`config.mk`:
```
export PLATFORM = sky130hd
export DESIGN_NAME = fracn_word_calc
export DESIGN_NICKNAME = d
export VERILOG_FILES = /design/src/rtl/fracn_word_calc.sv
export SDC_FILE = /design/constraint.sdc
export NUM_CORES = 1
export LEC_CHECK = 0
export ABC_AREA = 0
export CORE_AREA = 4 4 197 237
export DETAILED_ROUTE_END_ITERATION = 8
export DIE_AREA = 0 0 201 241
export DONT_BUFFER_PORTS = 1
export PLACE_DENSITY = 0.65
export SLEW_MARGIN = 20
export SYNTH_ARGS = -nofsm -noshare
export SYNTH_HDL_FRONTEND = slang
export SYNTH_SLANG_ARGS = --single-unit
```
`constraint.sdc`:
```
create_clock -name clk -period 6.21 [get_ports clk]
set_input_delay 0 -clock clk [delete_from_list [all_inputs] [get_ports clk]]
set_output_delay 0 -clock clk [all_outputs]
set_load 0.01 [all_outputs]
```
`src/rtl/fracn_word_calc.sv`:
```
module fracn_word_calc #(
  parameter int FW = 32,
  parameter int PRE = 2,
  parameter int NMIN = 76,
  parameter logic [31:0] LIM0 = 32'd400000000,
  parameter logic [31:0] LIM1 = 32'd538000000,
  parameter logic [31:0] LIM2 = 32'd794000000,
  parameter logic [31:0] LIM3 = 32'd925000000,
  parameter logic [31:0] LIM_TOP = 32'd2000000000,
  parameter longint unsigned VCO_SPLIT = 64'd2600000000
) (
  input  logic          clk,
  input  logic          rst_n,
  input  logic          start,
  input  logic [FW-1:0] freq_hz,
  input  logic [FW-1:0] fref_hz,
  output logic          busy,
  output logic          done,
  output logic          err,
  output logic [7:0]    cfg_byte,
  output logic [7:0]    rk_byte,
  output logic [7:0]    kmid_byte,
  output logic [7:0]    klo_byte,
  output logic [7:0]    n_byte,
  output logic [2:0]    band_idx,
  output logic          band_changed
);
  localparam int FRAC = 20;
  localparam int VW   = FW + 4;
  localparam int DVW  = VW + FRAC;
  localparam int DW   = FW + $clog2(PRE) + 1;
  localparam int TW   = FW + $clog2(PRE * NMIN) + 1;
  localparam int CW   = $clog2(DVW + 1);

  typedef enum logic [1:0] {S_IDLE, S_DIV, S_FIN} st_t;
  st_t st;

  logic [2:0]    sel_c, sel_r;
  logic [3:0]    div_c;
  logic [1:0]    bb_c, rsel_c, rsel_r;
  logic          hit_c, bad_c, bad_r;
  logic [VW-1:0] vco_c;
  logic [TW-1:0] thr_c;
  logic [DW-1:0] d_c, d_r, rem, rem_nx;
  logic [7:0]    cfg_c, cfg_r;
  logic [DVW-1:0] dvd, quo;
  logic [CW-1:0] cnt;
  logic [DW:0]   trial;
  logic          ge, ovf;

  always_comb begin
    hit_c = 1'b1;
    sel_c = 3'd4;
    div_c = 4'd2;
    bb_c  = 2'b01;
    if (32'(freq_hz) <= LIM0) begin
      sel_c = 3'd0; div_c = 4'd12; bb_c = 2'b10;
    end else if (32'(freq_hz) <= LIM1) begin
      sel_c = 3'd1; div_c = 4'd4; bb_c = 2'b00;
    end else if (32'(freq_hz) <= LIM2) begin
      sel_c = 3'd2; div_c = 4'd4; bb_c = 2'b00;
    end else if (32'(freq_hz) <= LIM3) begin
      sel_c = 3'd3; div_c = 4'd4; bb_c = 2'b00;
    end else if (32'(freq_hz) > LIM_TOP) begin
      hit_c = 1'b0;
    end
  end

  assign vco_c  = VW'(freq_hz) * VW'(div_c);
  assign cfg_c  = {bb_c, 6'b0} | ((vco_c < VW'(VCO_SPLIT)) ? 8'h06 : 8'h0E);
  assign thr_c  = TW'(PRE * NMIN) * TW'(fref_hz);
  assign rsel_c = (TW'(vco_c) >= thr_c) ? 2'd0 :
                  (TW'(vco_c) >= (thr_c >> 1)) ? 2'd1 : 2'd2;
  assign d_c    = (DW'(PRE) * DW'(fref_hz)) >> rsel_c;
  assign bad_c  = !hit_c || (d_c == '0);

  assign trial  = {rem, dvd[DVW-1]};
  assign ge     = trial >= {1'b0, d_r};
  assign rem_nx = ge ? DW'(trial - {1'b0, d_r}) : trial[DW-1:0];
  assign ovf    = |quo[DVW-1:FRAC+8];
  assign busy   = (st != S_IDLE);

  always_ff @(posedge clk or negedge rst_n) begin
    if (!rst_n) begin
      st <= S_IDLE;
      sel_r <= '0; cfg_r <= '0; rsel_r <= '0; d_r <= '0; bad_r <= 1'b0;
      rem <= '0; dvd <= '0; quo <= '0; cnt <= '0;
      done <= 1'b0; err <= 1'b0; band_changed <= 1'b0; band_idx <= '0;
      cfg_byte <= '0; rk_byte <= '0; kmid_byte <= '0; klo_byte <= '0; n_byte <= '0;
    end else begin
      done <= 1'b0;
      case (st)
        S_IDLE: if (start) begin
          sel_r  <= sel_c;
          cfg_r  <= cfg_c;
          rsel_r <= rsel_c;
          d_r    <= d_c;
          bad_r  <= bad_c;
          rem    <= '0;
          dvd    <= {vco_c, {FRAC{1'b0}}};
          quo    <= '0;
          cnt    <= '0;
          st     <= bad_c ? S_FIN : S_DIV;
        end
        S_DIV: begin
          rem <= rem_nx;
          dvd <= dvd << 1;
          quo <= {quo[DVW-2:0], ge};
          cnt <= cnt + 1'b1;
          if (cnt == CW'(DVW - 1)) st <= S_FIN;
        end
        S_FIN: begin
          done <= 1'b1;
          st   <= S_IDLE;
          if (bad_r || ovf) begin
            err <= 1'b1;
            band_changed <= 1'b0;
          end else begin
            err          <= 1'b0;
            cfg_byte     <= cfg_r;
            rk_byte      <= {2'b00, rsel_r, quo[FRAC-1:FRAC-4]};
            kmid_byte    <= quo[15:8];
            klo_byte     <= quo[7:0];
            n_byte       <= quo[FRAC+7:FRAC];
            band_changed <= (sel_r != band_idx);
            band_idx     <= sel_r;
          end
        end
        default: st <= S_IDLE;
      endcase
    end
  end
endmodule

```
## Yosys cells after proc, flatten, opt, wreduce, memory -nomap -nowiden

Cells that the tools add are included.

| operators by class | value |
|---|---|
| shifts and indexed selects | 1 |
| bitwise operators | 2 |
| $mul | 2 |
| muxes and demuxes | 36 |
| div/mod/pow operators | 0 |
| reductions and logical operators | 12 |
| magnitude comparators | 9 |
| $add $sub $neg | 2 |
| eq/ne operators | 6 |

Operators by type and width:

| kind | number |
|---|---|
| one-hot mux 56 bit (2 select lines) | 2 |
| two-way mux 56 bit | 2 |
| less-or-equal comparator 32 x 30 -> 1 bit, second input constant | 3 |
| two-way mux 34 bit | 2 |
| one-hot mux 34 bit (2 select lines) | 1 |
| >= comparator 36 x 40 -> 1 bit | 1 |
| >= comparator 36 x 39 -> 1 bit | 1 |
| multiplier 5 x 32 -> 37 bit, first input constant | 1 |
| < comparator 36 x 32 -> 1 bit, second input constant | 1 |
| multiplier 32 x 4 -> 36 bit | 1 |
| >= comparator 35 x 34 -> 1 bit | 1 |
| logical NOT 34 bit | 1 |
| right shift 33 x 2 -> 34 bit | 1 |
| subtractor 34 bit | 1 |
| greater-than comparator 32 x 31 -> 1 bit, second input constant | 1 |
| less-or-equal comparator 32 x 29 -> 1 bit, second input constant | 1 |
| OR reduction 28 bit | 1 |
| two-way mux 3 bit | 7 |
| two-way mux 2 bit | 6 |
| one-hot mux 6 bit (2 select lines) | 1 |
| two-way mux 1 bit | 11 |
| two-way mux 4 bit | 2 |
| bitwise OR 8 x 4 -> 8 bit | 1 |
| AND reduction 2 bit | 4 |
| 13 further kinds | 16 |

| storage, ports and cells | value |
|---|---|
| memories | 0 |
| output and inout bits | 47 |
| input port bits | 67 |
| register bits after elaboration | 246 |
| ROM bits | 0 |
| logic and storage cells | 89 |
| RAM bits | 0 |
| latch bits | 0 |

## Longest topological paths before layout

| logic depth | value |
|---|---|
| word-level depth | 15 |
| gate-level depth with buffers | 46 |
| mapped depth without buffers | 42 |

## Worst setup path before layout

No wires, ideal clock.

| timing | value |
|---|---|
| path kind | input port to flip-flop |
| start | input port freq_hz[0] |
| end | register st[1] |
| path buffers | 1 |
| setup time | 67 ps |
| required time | 6143 ps |
| cell stages on the path | 39 |
| slack | -2913 ps |
| arrival time | 9057 ps |
| cell sequence | or4_1 or4_1 nor4_1 nand3b_1 a31oi_1 inv_1 a2111oi_0 clkbuf_1 and2_1 fa_1 ha_1 ha_1 a21o_1 a21o_1 a221o_1 a31oi_1 nor3_1 o31ai_1 [3 not listed] nor2_1 xor2_1 inv_1 ha_1 nand3_1 nor2_1 nand2_1 or4_1 o211a_1 o21a_1 maj3_2 o21ai_2 nand2_1 or4_1 o311ai_1 nand2_1 nor4b_2 o311a_1 |

| on the way | value |
|---|---|
| longest elaborated chain between the ends | 15 |
| elaborated cells on any way between the ends | 26 |
| classes of those cells | 1 x mul; 7 x order compare; 1 x shift; 14 x mux; 3 x reduce/logical |

Ends and longest elaborated chain:

| item | line | source |
|---|---|---|
| start: declaration | 15 | `input logic [FW-1:0] freq_hz,` |
| less-or-equal comparator 32 x 30 -> 1 bit | 62 | `end else if (32'(freq_hz) <= LIM3) begin` |
| two-way mux 3 bit | 62 |  |
| two-way mux 3 bit | 60 | `end else if (32'(freq_hz) <= LIM2) begin` |
| two-way mux 3 bit | 58 | `end else if (32'(freq_hz) <= LIM1) begin` |
| two-way mux 4 bit | 56 | `if (32'(freq_hz) <= LIM0) begin` |
| multiplier 32 x 4 -> 36 bit | 69 | `assign vco_c = VW'(freq_hz) * VW'(div_c);` |
| >= comparator 36 x 39 -> 1 bit | 73 | `(TW'(vco_c) >= (thr_c >> 1)) ? 2'd1 : 2'd2;` |
| two-way mux 2 bit | 73 |  |
| two-way mux 2 bit | 72 | `assign rsel_c = (TW'(vco_c) >= thr_c) ? 2'd0 :` |
| right shift 33 x 2 -> 34 bit | 74 | `assign d_c = (DW'(PRE) * DW'(fref_hz)) >> rsel_c;` |
| logical NOT 34 bit | 75 | `assign bad_c = !hit_c \|\| (d_c == '0);` |
| logical OR 1 bit (*) | 75 |  |
| two-way mux 2 bit (*) | 103 | `st <= bad_c ? S_FIN : S_DIV;` |
| two-way mux 2 bit (*) | 93 | `S_IDLE: if (start) begin` |
| one-hot mux 2 bit (2 select lines) (*) | 92 | `case (st)` |
| end signal: assignment | 103 |  |
| end: declaration | 36 | `st_t st;` |

Every way passes the cells marked *; elsewhere a longest branch is shown, timed or not. The select of a mux whose other input is x is not followed.
A chain may end at the register's enable or synchronous reset.

## Worst setup path in the final report

| timing | value |
|---|---|
| start | input port freq_hz[3] |
| end | register st[0] |

Same word-level chain as after synthesis.

==> run_results.csv <==
group,metric,value,unit
run_status,status,"finished with violations",
run_status,violations,"negative hold slack, negative setup slack",
setup_path,start_kind,"input pin",
die,core_area,0.04456,sq mm
die,die_h,241,microns
setup_path,crit_path_max_fanout,6,
routing,detail_route.vias_per_cell,5.782,
clocking,clkSinkCount,214,
clocking,clkTransAtPathRegs,60,ps
clocking,root_buffer,"clkbuf_16",
sta,finalSetupViolCount,38,
final_layout,drive_above_1_share,22.74,%
synth,synthCells,2252,
clocking,cts_buffers,24,
power,switching_power,3.154,mW
global_routing,grt_pass1_vias,18500,
synth,synth_seq_cells,214,
sta,fin_hold_ws,-4.845,ps
synth,seq_area_frac_synth,27.13,%
placed_design,dp_slack,-2850,ps
routing,vias,18390,
placed_design,routabilityCongestion,0.9656,
sta,fin_crit_sh,133.7,%
setup_path,critPathCaptureType,"flip-flop",
placed_design,placed_area,0.02280,sq mm
sta,hold_violations,1,
routing,drc_errors,0,
sta,relSlewSlack,36.98,%
power,vdd_drop_max,179.5,uV
routing,detail-route-antenna-nets,0,
final_layout,num_antenna_cells,0,
die,pin_count,114,
global_routing,grt_pass1_wl,96.92,mm
placed_design,hpwl,44.44,mm
sta,fin_crit,8301,ps
final_layout,stdcell_area,0.02511,sq mm
setup_path,crit_path_frequent_cell,"or4_4",
die,start_util,44.29,%
power,leakage,12.10,nW
synth,avgSynthCellArea,8.764,sq um
power,p_int,4.599,mW
sta,report.final.slew_viol_count,0,
clocking,cts_tree,"yes",
power,pwr-share-clk,17.9,%
final_layout,area_delta_synth_final,27.25,%
die,die_w,201,microns
setup_path,slowest_delay,520,ps
setup_path,crit_required,6610,ps
clocking,cts_buffer_depth,3,
synth,ys_async_sr_fraction,100.0,%
synth,synth-edff-count,0,
synth,synth_ff_type,"dfrtp_1",
power,p_total,7.752,mW
final_layout,layout_commonest_cell,"buf_4",
sta,max_freq,0.1205,GHz
routing,drtIter0Drc,1212,
routing,wl_per_cell,18.89,microns
flow_run,maxCapViolations,0,
placed_design,io_buffers,0,
final_layout,final_cell_mix,"buf_4, inv_1, dfrtp_1, ha_1, nand2_1",
global_routing,antenna_found_initial,0,
sta,rsz0062_at_grt,"yes",
setup_path,worstSetupPathType,"in2reg",
clocking,insertion_delay,560,ps
clocking,htreeDepth,1,
power,p_comb_share,58.2,%
synth,syn-cell-area,0.01974,sq mm
synth,synth_top_area_cell,"dfrtp_1",
routing,drt_pre_antenna_iters,6,
power,p_seq_share,23.9,%
global_routing,grt_usage,24.07,%
synth,yosysUniqueCellTypes,93,
synth,synth_top_area_share,27.13,%
synth,ys_warn_count,0,
global_routing,grt_overflow,0,
die,design.die.area,0.04844,sq mm
die,fp-row-count,85,
power,swShare,40.68,%
power,power_density,308.7,mW/mm^2
min_path,hold_class,"in2reg",
setup_path,cp_slowest_cell,"or4_4",
sta,fin_tns_setup,-59980,ps
routing,finalWirelength,60.10,mm
final_layout,multi_input_area,0.01391,sq mm
setup_path,cp.arrival,8700,ps
synth,synthTopCellsByArea,"dfrtp_1, ha_1, fa_1",
final_layout,fillerInstances,3903,
sta,worst_slack,-2091,ps
final_layout,regArea,0.005355,sq mm
global_routing,grt_max_degree,215,
sta,worst_pin_slew,938.0,ps
final_layout,fin_nets,2958,
sta,finClkSkew,30.26,ps
[power by group through the flow]
stage / registers [mW] / logic (mW) / clock network [mW]
3_3_place_gp: 1.86 / 4.00 / 0
4_1_cts: 1.85 / 4.38 / 1.43
6_report: 1.85 / 4.51 / 1.39
5_1_grt: 1.88 / 5.02 / 1.49
3_5_place_dp: 1.87 / 4.12 / 0
2_1_floorplan: 1.81 / 2.79 / 0
[metrics by stage]
step | util (%) | std cells
2_1_floorplan | - | 2260
3_3_place_gp | 51.16 | 3046
3_5_place_dp | 51.16 | 3046
4_1_cts | 55.15 | 3167
5_1_grt | 56.36 | 3181
6_report | 56.36 | 3181
[cells in the mapped netlist, drive strengths merged, types with 21 or more instances]
cell type    n
a21o        56
a21oi      124
a22o        61
a22oi       21
a31oi       21
and2        62
clkbuf      89
dfrtp      214
fa          60
ha         231
inv        249
mux2        38
mux2i       22
nand2      156
nand2b      24
nand3       57
nand4       31
nor2        98
nor2b       43
nor3        34
nor4        25
o211ai      47
o21a        21
o21ai      146
o31ai       23
xnor2       49
xor2        29
[worst paths after layout]
kind | startpoint | to | cells past startpoint | slack (ps)
worst max-delay path | freq_hz[3] | st[0] | 41 | -2090
worst min-delay path | fref_hz[6] | d_r[6] | 5 | -5
worst max register to register | d_r[1] | rem[25] | 17 | 1810
worst min register to register | cfg_r[2] | cfg_r[2] | 1 | 480
max in group asynchronous | rst_n | d_r[26] | 3 | 5130
min in group asynchronous | rst_n | cfg_byte[3] | 2 | 70
[sequential cells by signal, indices dropped and copies added, names as in the netlist, 4 cells and up]
| name | cells |
|---|---|
| cfg_byte | 4 |
| cfg_r | 4 |
| cnt | 6 |
| d_r | 33 |
| dvd | 35 |
| klo_byte | 8 |
| kmid_byte | 8 |
| n_byte | 8 |
| quo | 56 |
| rem | 34 |
| rk_byte | 6 |
[layout make-up]
class | count | area share (%)
clock buffer | 29 | 2.466
clock inverter | 13 | 0.5580
inverter | 249 | 3.722
multi-input combinational | 1693 | 55.40
sequential | 214 | 21.32
tap | 565 | 2.815
timing repair buffer | 418 | 13.72
[worst max-delay path, delay by kind of cell]
kind                     cells  cell delay [ps]
AND/OR/NAND/NOR             15             3440
adder cells (fa/ha/maj)      5             1560
XOR/XNOR                     1              180
buffers and inverters        5              670
AO/OA/AOI/OAI               15             2860
[per-layer routing]
metal	track usage [%]	up-vias	routed length, microns
met5	0	-	0
met4	9.910	0	2774
met3	2.876	165	2470
met2	43.80	507	30260
met1	29.06	8914	24590
li1	-	8808	-
[kinds of logic after synthesis]
logic type	count (synthesis)	synth area share (%)
buffers and inverters	353	6.916
other	2	0.03805
adders and majority gates	293	20.84
DFF	214	27.13
and+or+nand+nor	594	15.45
xor gates and xnor gates	78	3.461
muxes	60	3.284
AOI/OAI and AO/OA	658	22.88
[timing repair]
action,CTS,global route
gates resized for setup,75,83
hold buffers,43,0
endpoints found under the setup margin,38,38
pin swaps,45,28
gates cloned,2,1
endpoints found under the hold margin,260,0
buffers inserted,34,18
Note: power is estimated with default switching activity, not from simulation.
